## config.mk

```make
export PLATFORM = sky130hd
export DESIGN_NAME = kbd_host_regs
export DESIGN_NICKNAME = d
export VERILOG_FILES = /design/src/rtl/kbd_host_pkg.sv /design/src/rtl/kbd_obuf.sv /design/src/rtl/kbd_ibuf.sv /design/src/rtl/kbd_sysflag.sv /design/src/rtl/kbd_host_regs.sv
export SDC_FILE = /design/constraint.sdc
export NUM_CORES = 1
export LEC_CHECK = 0
export CORE_MARGIN = 1
export CORE_UTILIZATION = 39
export DETAILED_ROUTE_END_ITERATION = 6
export HOLD_SLACK_MARGIN = 0.03
export PLACE_DENSITY = 0.84
export SLEW_MARGIN = 20
export SYNTH_ARGS = -nofsm -noshare
export SYNTH_HDL_FRONTEND = slang
export SYNTH_SLANG_ARGS = --single-unit
```

## constraint.sdc

```tcl
create_clock -name clk -period 1.45 [get_ports clk]
set_input_delay 0.2175 -clock clk [delete_from_list [all_inputs] [get_ports clk]]
set_output_delay 0.2175 -clock clk [all_outputs]
set_load 0.03 [all_outputs]
```

## src/rtl/kbd_host_pkg.sv

```systemverilog
package kbd_host_pkg;

    typedef enum logic {
        OB_EMPTY,
        OB_FULL
    } ob_state_e;

    typedef enum logic {
        IB_EMPTY,
        IB_FULL
    } ib_state_e;

    typedef enum logic [1:0] {
        LD_NONE,
        LD_RXBYTE,
        LD_TIMEOUT,
        LD_DEVPAR
    } load_kind_e;

    localparam int ST_OBF  = 0;
    localparam int ST_IBF  = 1;
    localparam int ST_SYS  = 2;
    localparam int ST_CMD  = 3;
    localparam int ST_NINH = 4;
    localparam int ST_AUX  = 5;
    localparam int ST_TMO  = 6;
    localparam int ST_PAR  = 7;
    localparam int ST_W    = 8;

endpackage

```

## src/rtl/kbd_obuf.sv

```systemverilog
module kbd_obuf
    import kbd_host_pkg::*;
#(
    parameter int DW = 8
) (
    input  logic          clk,
    input  logic          rst_n,
    input  logic          rx_valid,
    input  logic [DW-1:0] rx_byte,
    input  logic          rx_from_aux,
    input  logic          rx_parity_ok,
    input  logic          rx_timeout,
    input  logic          dev_parity_err,
    input  logic          host_rd_data,
    output logic          rx_ready,
    output logic          ob_full,
    output logic [DW-1:0] ob_data,
    output logic          ob_aux,
    output logic          err_tmo,
    output logic          err_par
);

    localparam logic [DW-1:0] TMO_CODE = '1;
    localparam logic [DW-1:0] DPE_CODE = {{(DW-1){1'b1}}, 1'b0};

    ob_state_e  state_q, state_d;
    load_kind_e kind;

    // Error events outrank a received byte; a byte needs an empty buffer.
    always_comb begin
        if (dev_parity_err)
            kind = LD_DEVPAR;
        else if (rx_timeout)
            kind = LD_TIMEOUT;
        else if (rx_valid && state_q == OB_EMPTY)
            kind = LD_RXBYTE;
        else
            kind = LD_NONE;
    end

    always_comb begin
        state_d = state_q;
        unique case (state_q)
            OB_EMPTY: if (kind != LD_NONE) state_d = OB_FULL;
            OB_FULL: begin
                if (kind != LD_NONE)
                    state_d = OB_FULL;      // replace
                else if (host_rd_data)
                    state_d = OB_EMPTY;     // host data read
            end
            default: state_d = OB_EMPTY;
        endcase
    end

    always_ff @(posedge clk or negedge rst_n) begin
        if (!rst_n) state_q <= OB_EMPTY;
        else        state_q <= state_d;
    end

    always_ff @(posedge clk or negedge rst_n) begin
        if (!rst_n) begin
            ob_data <= '0;
            ob_aux  <= 1'b0;
            err_tmo <= 1'b0;
            err_par <= 1'b0;
        end else begin
            unique case (kind)
                LD_DEVPAR: begin
                    ob_data <= DPE_CODE;
                    ob_aux  <= 1'b0;
                    err_tmo <= 1'b1;
                    err_par <= 1'b1;
                end
                LD_TIMEOUT: begin
                    ob_data <= TMO_CODE;
                    ob_aux  <= 1'b0;
                    err_tmo <= 1'b1;
                    err_par <= 1'b0;
                end
                LD_RXBYTE: begin
                    ob_data <= rx_parity_ok ? rx_byte : TMO_CODE;
                    ob_aux  <= rx_from_aux;
                    err_tmo <= 1'b0;
                    err_par <= !rx_parity_ok;
                end
                default: ;
            endcase
        end
    end

    always_comb begin
        rx_ready = (state_q == OB_EMPTY);
        ob_full  = (state_q == OB_FULL);
    end

endmodule

```

## src/rtl/kbd_ibuf.sv

```systemverilog
module kbd_ibuf
    import kbd_host_pkg::*;
#(
    parameter int DW = 8
) (
    input  logic          clk,
    input  logic          rst_n,
    input  logic          host_wr,
    input  logic          host_is_cmd,
    input  logic [DW-1:0] wdata,
    input  logic          in_take,
    output logic          in_valid,
    output logic [DW-1:0] in_byte,
    output logic          in_is_cmd
);

    ib_state_e state_q, state_d;

    always_comb begin
        state_d = state_q;
        unique case (state_q)
            IB_EMPTY: if (host_wr) state_d = IB_FULL;   // host write
            IB_FULL:  if (in_take) state_d = IB_EMPTY;  // take
            default:  state_d = IB_EMPTY;
        endcase
    end

    always_ff @(posedge clk or negedge rst_n) begin
        if (!rst_n) state_q <= IB_EMPTY;
        else        state_q <= state_d;
    end

    always_ff @(posedge clk or negedge rst_n) begin
        if (!rst_n) begin
            in_byte   <= '0;
            in_is_cmd <= 1'b0;
        end else if (state_q == IB_EMPTY && host_wr) begin
            in_byte   <= wdata;
            in_is_cmd <= host_is_cmd;
        end
    end

    always_comb begin
        in_valid = (state_q == IB_FULL);
    end

endmodule

```

## src/rtl/kbd_sysflag.sv

```systemverilog
module kbd_sysflag (
    input  logic clk,
    input  logic rst_n,
    input  logic selftest_pass,
    input  logic cfg_sysflag_wr,
    input  logic cfg_sysflag_val,
    output logic sys_flag
);

    always_ff @(posedge clk or negedge rst_n) begin
        if (!rst_n)
            sys_flag <= 1'b0;
        else if (selftest_pass)
            sys_flag <= 1'b1;
        else if (cfg_sysflag_wr)
            sys_flag <= cfg_sysflag_val;
    end

endmodule

```

## src/rtl/kbd_host_regs.sv

```systemverilog
module kbd_host_regs
    import kbd_host_pkg::*;
#(
    parameter int DW = 8
) (
    input  logic          clk,
    input  logic          rst_n,
    input  logic          cs,
    input  logic          addr,
    input  logic          rd,
    input  logic          wr,
    input  logic [DW-1:0] wdata,
    output logic [DW-1:0] rdata,
    input  logic          rx_valid,
    input  logic [DW-1:0] rx_byte,
    input  logic          rx_from_aux,
    input  logic          rx_parity_ok,
    output logic          rx_ready,
    input  logic          rx_timeout,
    input  logic          dev_parity_err,
    input  logic          tx_busy,
    input  logic          selftest_pass,
    input  logic          cfg_sysflag_wr,
    input  logic          cfg_sysflag_val,
    input  logic          kbd_inhibit,
    output logic          in_valid,
    output logic [DW-1:0] in_byte,
    output logic          in_is_cmd,
    input  logic          in_take
);

    logic          host_rd_data, host_rd_stat, host_wr;
    logic          ob_full, ob_aux, err_tmo, err_par, sys_flag;
    logic [DW-1:0] ob_data;
    logic [ST_W-1:0] status;

    always_comb begin
        host_rd_data = cs && rd && !addr;
        host_rd_stat = cs && rd && addr;
        host_wr      = cs && wr;
    end

    kbd_obuf #(.DW(DW)) i_obuf (
        .clk            (clk),
        .rst_n          (rst_n),
        .rx_valid       (rx_valid),
        .rx_byte        (rx_byte),
        .rx_from_aux    (rx_from_aux),
        .rx_parity_ok   (rx_parity_ok),
        .rx_timeout     (rx_timeout),
        .dev_parity_err (dev_parity_err),
        .host_rd_data   (host_rd_data),
        .rx_ready       (rx_ready),
        .ob_full        (ob_full),
        .ob_data        (ob_data),
        .ob_aux         (ob_aux),
        .err_tmo        (err_tmo),
        .err_par        (err_par)
    );

    kbd_ibuf #(.DW(DW)) i_ibuf (
        .clk         (clk),
        .rst_n       (rst_n),
        .host_wr     (host_wr),
        .host_is_cmd (addr),
        .wdata       (wdata),
        .in_take     (in_take),
        .in_valid    (in_valid),
        .in_byte     (in_byte),
        .in_is_cmd   (in_is_cmd)
    );

    kbd_sysflag i_sysflag (
        .clk             (clk),
        .rst_n           (rst_n),
        .selftest_pass   (selftest_pass),
        .cfg_sysflag_wr  (cfg_sysflag_wr),
        .cfg_sysflag_val (cfg_sysflag_val),
        .sys_flag        (sys_flag)
    );

    always_comb begin
        status          = '0;
        status[ST_OBF]  = ob_full;
        status[ST_IBF]  = in_valid || tx_busy;
        status[ST_SYS]  = sys_flag;
        status[ST_CMD]  = in_is_cmd;
        status[ST_NINH] = !kbd_inhibit;
        status[ST_AUX]  = ob_full && ob_aux;
        status[ST_TMO]  = err_tmo;
        status[ST_PAR]  = err_par;
    end

    always_comb begin
        rdata = '0;
        if (host_rd_stat)
            rdata[ST_W-1:0] = status;
        else if (host_rd_data)
            rdata = ob_data;
    end

endmodule

```

==> metrics.txt <==
global-route wire length before repair=3610 um; Die H=53.9 um; Async SR Flop Fraction=between 90% and 100%; row cnt=18; Clock Root Buffer=clkbuf_4; Routed WL=between 2000 and 2500 um; clk slew on worst S/H paths=0.12 ns; vias per cell=roughly 5; RSZ-0062 raised after global routing=yes; status=complete, no violations; Placed Area=1640 um2; Setup TNS Final=0 ns; io pins=52; Seq cells post-synth=23; GRT overflow=0; area grow syn2layout=59.6%; Rel. slew slack=78.7%; Worst Setup Path Type=flop to primary output; die area=2910 um2; total power draw=between 1.5 and 2 mW; ANT cells=0; max-cap violations=0; Syn Area/Cell=12.7 um2; die width=about 54 um; syn nets=approximately 120; clk sink count=23; via count=about 900; leakage=0.737 nW; Worst-Skew Late Latency=0.30 ns; post-route minimum period=1.42 ns; post-synth cell types=25; Post-Synth Adder-Cell Area=0%; top area cells in the synthesized netlist=dfrtp_1 (55%), mux2_2 (9.6%), mux2i_1 (6.7%); Port-buffer cells=51; fmax=around 0.7 GHz; Post-synth EDFFs=0; sequential fraction of the synthesis area=54.7%; register area=roughly 580 um2; Arr. time, crit path=1.20 ns; fill count=205; gr usage total=17.8%; CTS tree=built; most frequent cells after synthesis=dfrtp_1 (23), mux2_2 (9), nor2_1 (9), mux2i_1 (7), o22a_1 (7); area occupied by multi-input gates=470 um2; initial antenna violation count=0; core region area=2520 um2; Synth Area in XOR/XNOR=0%; Max Root-Sink Buffers=2; final setup fails=0; PD cells=905 nW/um2; 1st-iter DRT viols=2; Initial Utilization=a little over two fifths; simple-gate share of the synthesized area=roughly 15%; Antenna Nets Post-Route=0; Final GP Congestion=0.781; Main synth FF type=dfrtp_1; Final Hold Viols=0; drt first pass iters=4; VDD IR max=1020 uV; fin cells=176; largest net degree at the start of global routing=24; Num CTS Buffers=3; Finished Cell Area=1680 um2; HP Class=primary input to asynchronous set/reset pin; share of cells above drive strength 1=29.5%; Place WS=-0.0902 ns; Max Fanout on Critical Path=4; Min Hold Slack=between 0.2 and 0.25 ns; Crit. End Element=primary output; Syn Std Cell Area=1050 um2; vias in the first global route=866; Remaining DRCs=0; Post-Synthesis Cells=83; drt wl/cell=13.9 um; Yosys top cell by area=dfrtp_1; required time worst endpoint=1.23 ns; count leader, synth=dfrtp_1; H-Tree Level Count=1; Slew @ Worst Pin=0.321 ns; setup ws final=0.0329 ns; Critical Path Start Type=flop; DP Cell Count=around 170; Synth top area share=54.7%; Syn. warnings=0; Util after Layout=66.6%; Final nets=between 150 and 200; Clock Skews=0.00368 ns; Post-DP HPWL=1940 um; mux cell area share after synthesis=between 10% and 20%; largest family of logic cells by synthesized area=multiplexers; final period utilization=97.7%; Synth Area in Compound Gates=11.2%; max-slew violations=0
[per-layer routing]
layer,up-vias,GRT usage [%],part of all wire (%)
met2,30,32.5,52
met5,-,0,0
met3,4,4.80,7.2
li1,425,-,-
met1,435,19.0,39
met4,0,7.46,1.6
[critical path: stages, from the launching register on]
cell and delay [ns]:
dfrtp_1 0.42, buf_6 0.13, mux2i_1 0.14, nor2_1 0.05, buf_4 0.16
[registers in the layout, summed over array words and instances (netlist names)]
signal              count
i_obuf.err_par          1
i_ibuf.in_is_cmd        1
i_obuf.ob_full          1
i_obuf.ob_aux           1
i_obuf.ob_data          8
i_sysflag.sys_flag      1
i_obuf.err_tmo          1
i_ibuf.in_byte          8
i_ibuf.in_valid         1
[layout make-up]
class / instances / area share, %
Clock buffer: 3 / 1.34
Clock inverter: 1 / 0.298
Inverter: 3 / 0.671
Multi-Input combinational cell: 55 / 28.0
Sequential cell: 23 / 34.3
Tap cell: 30 / 2.24
Timing Repair Buffer: 61 / 33.2
[timing repair]
action	in CTS	in global routing
buffers inserted	0	1
resized for setup	15	6
hold buffers	0	0
endpoints found under the setup margin	19	5
pin swaps	0	1
[power breakdown]
group          internal [mW]  switching (mW)
Clock                  0.103           0.181
Combinational          0.229           0.266
Sequential             0.706          0.0359
[logic make-up (layout without fill, tap and decap cells)]
family | after synthesis | after routing
AND/OR/NAND/NOR | 24 | 24
flip-flops | 23 | 23
multiplexers | 16 | 16
AO/OA/AOI/OAI | 15 | 15
buffers and inverters | 5 | 68
[final timing paths]
path                                start           endpoint  slack (ns)  depth (start not counted)
max                        i_obuf.ob_full           rdata[0]        0.03                          4
min                                 rst_n  i_ibuf.in_byte[5]        0.25                          2
max reg2reg                i_obuf.ob_full  i_obuf.ob_data[0]        0.13                          4
min reg2reg                i_obuf.err_tmo     i_obuf.err_tmo        0.50                          2
max in group asynchronous           rst_n  i_obuf.ob_data[4]        0.98                          2
min in group clk                       cs     i_obuf.ob_full        0.40                          4
[cell usage in the layout (no fill, tap or decap), types with 2 or more instances in the layout]
cell,n
nand3_2,2
nand2b_1,2
clkbuf_4,3
nand2_1,2
inv_1,3
dlygate4sd2_1,11
buf_4,16
buf_6,2
mux2i_1,7
o22a_1,7
a211oi_2,2
dfrtp_1,23
clkdlybuf4s50_1,30
o21ai_0,2
mux2_2,9
nand2_4,2
nor2_1,9
Note: power is estimated with default switching activity, not from simulation.
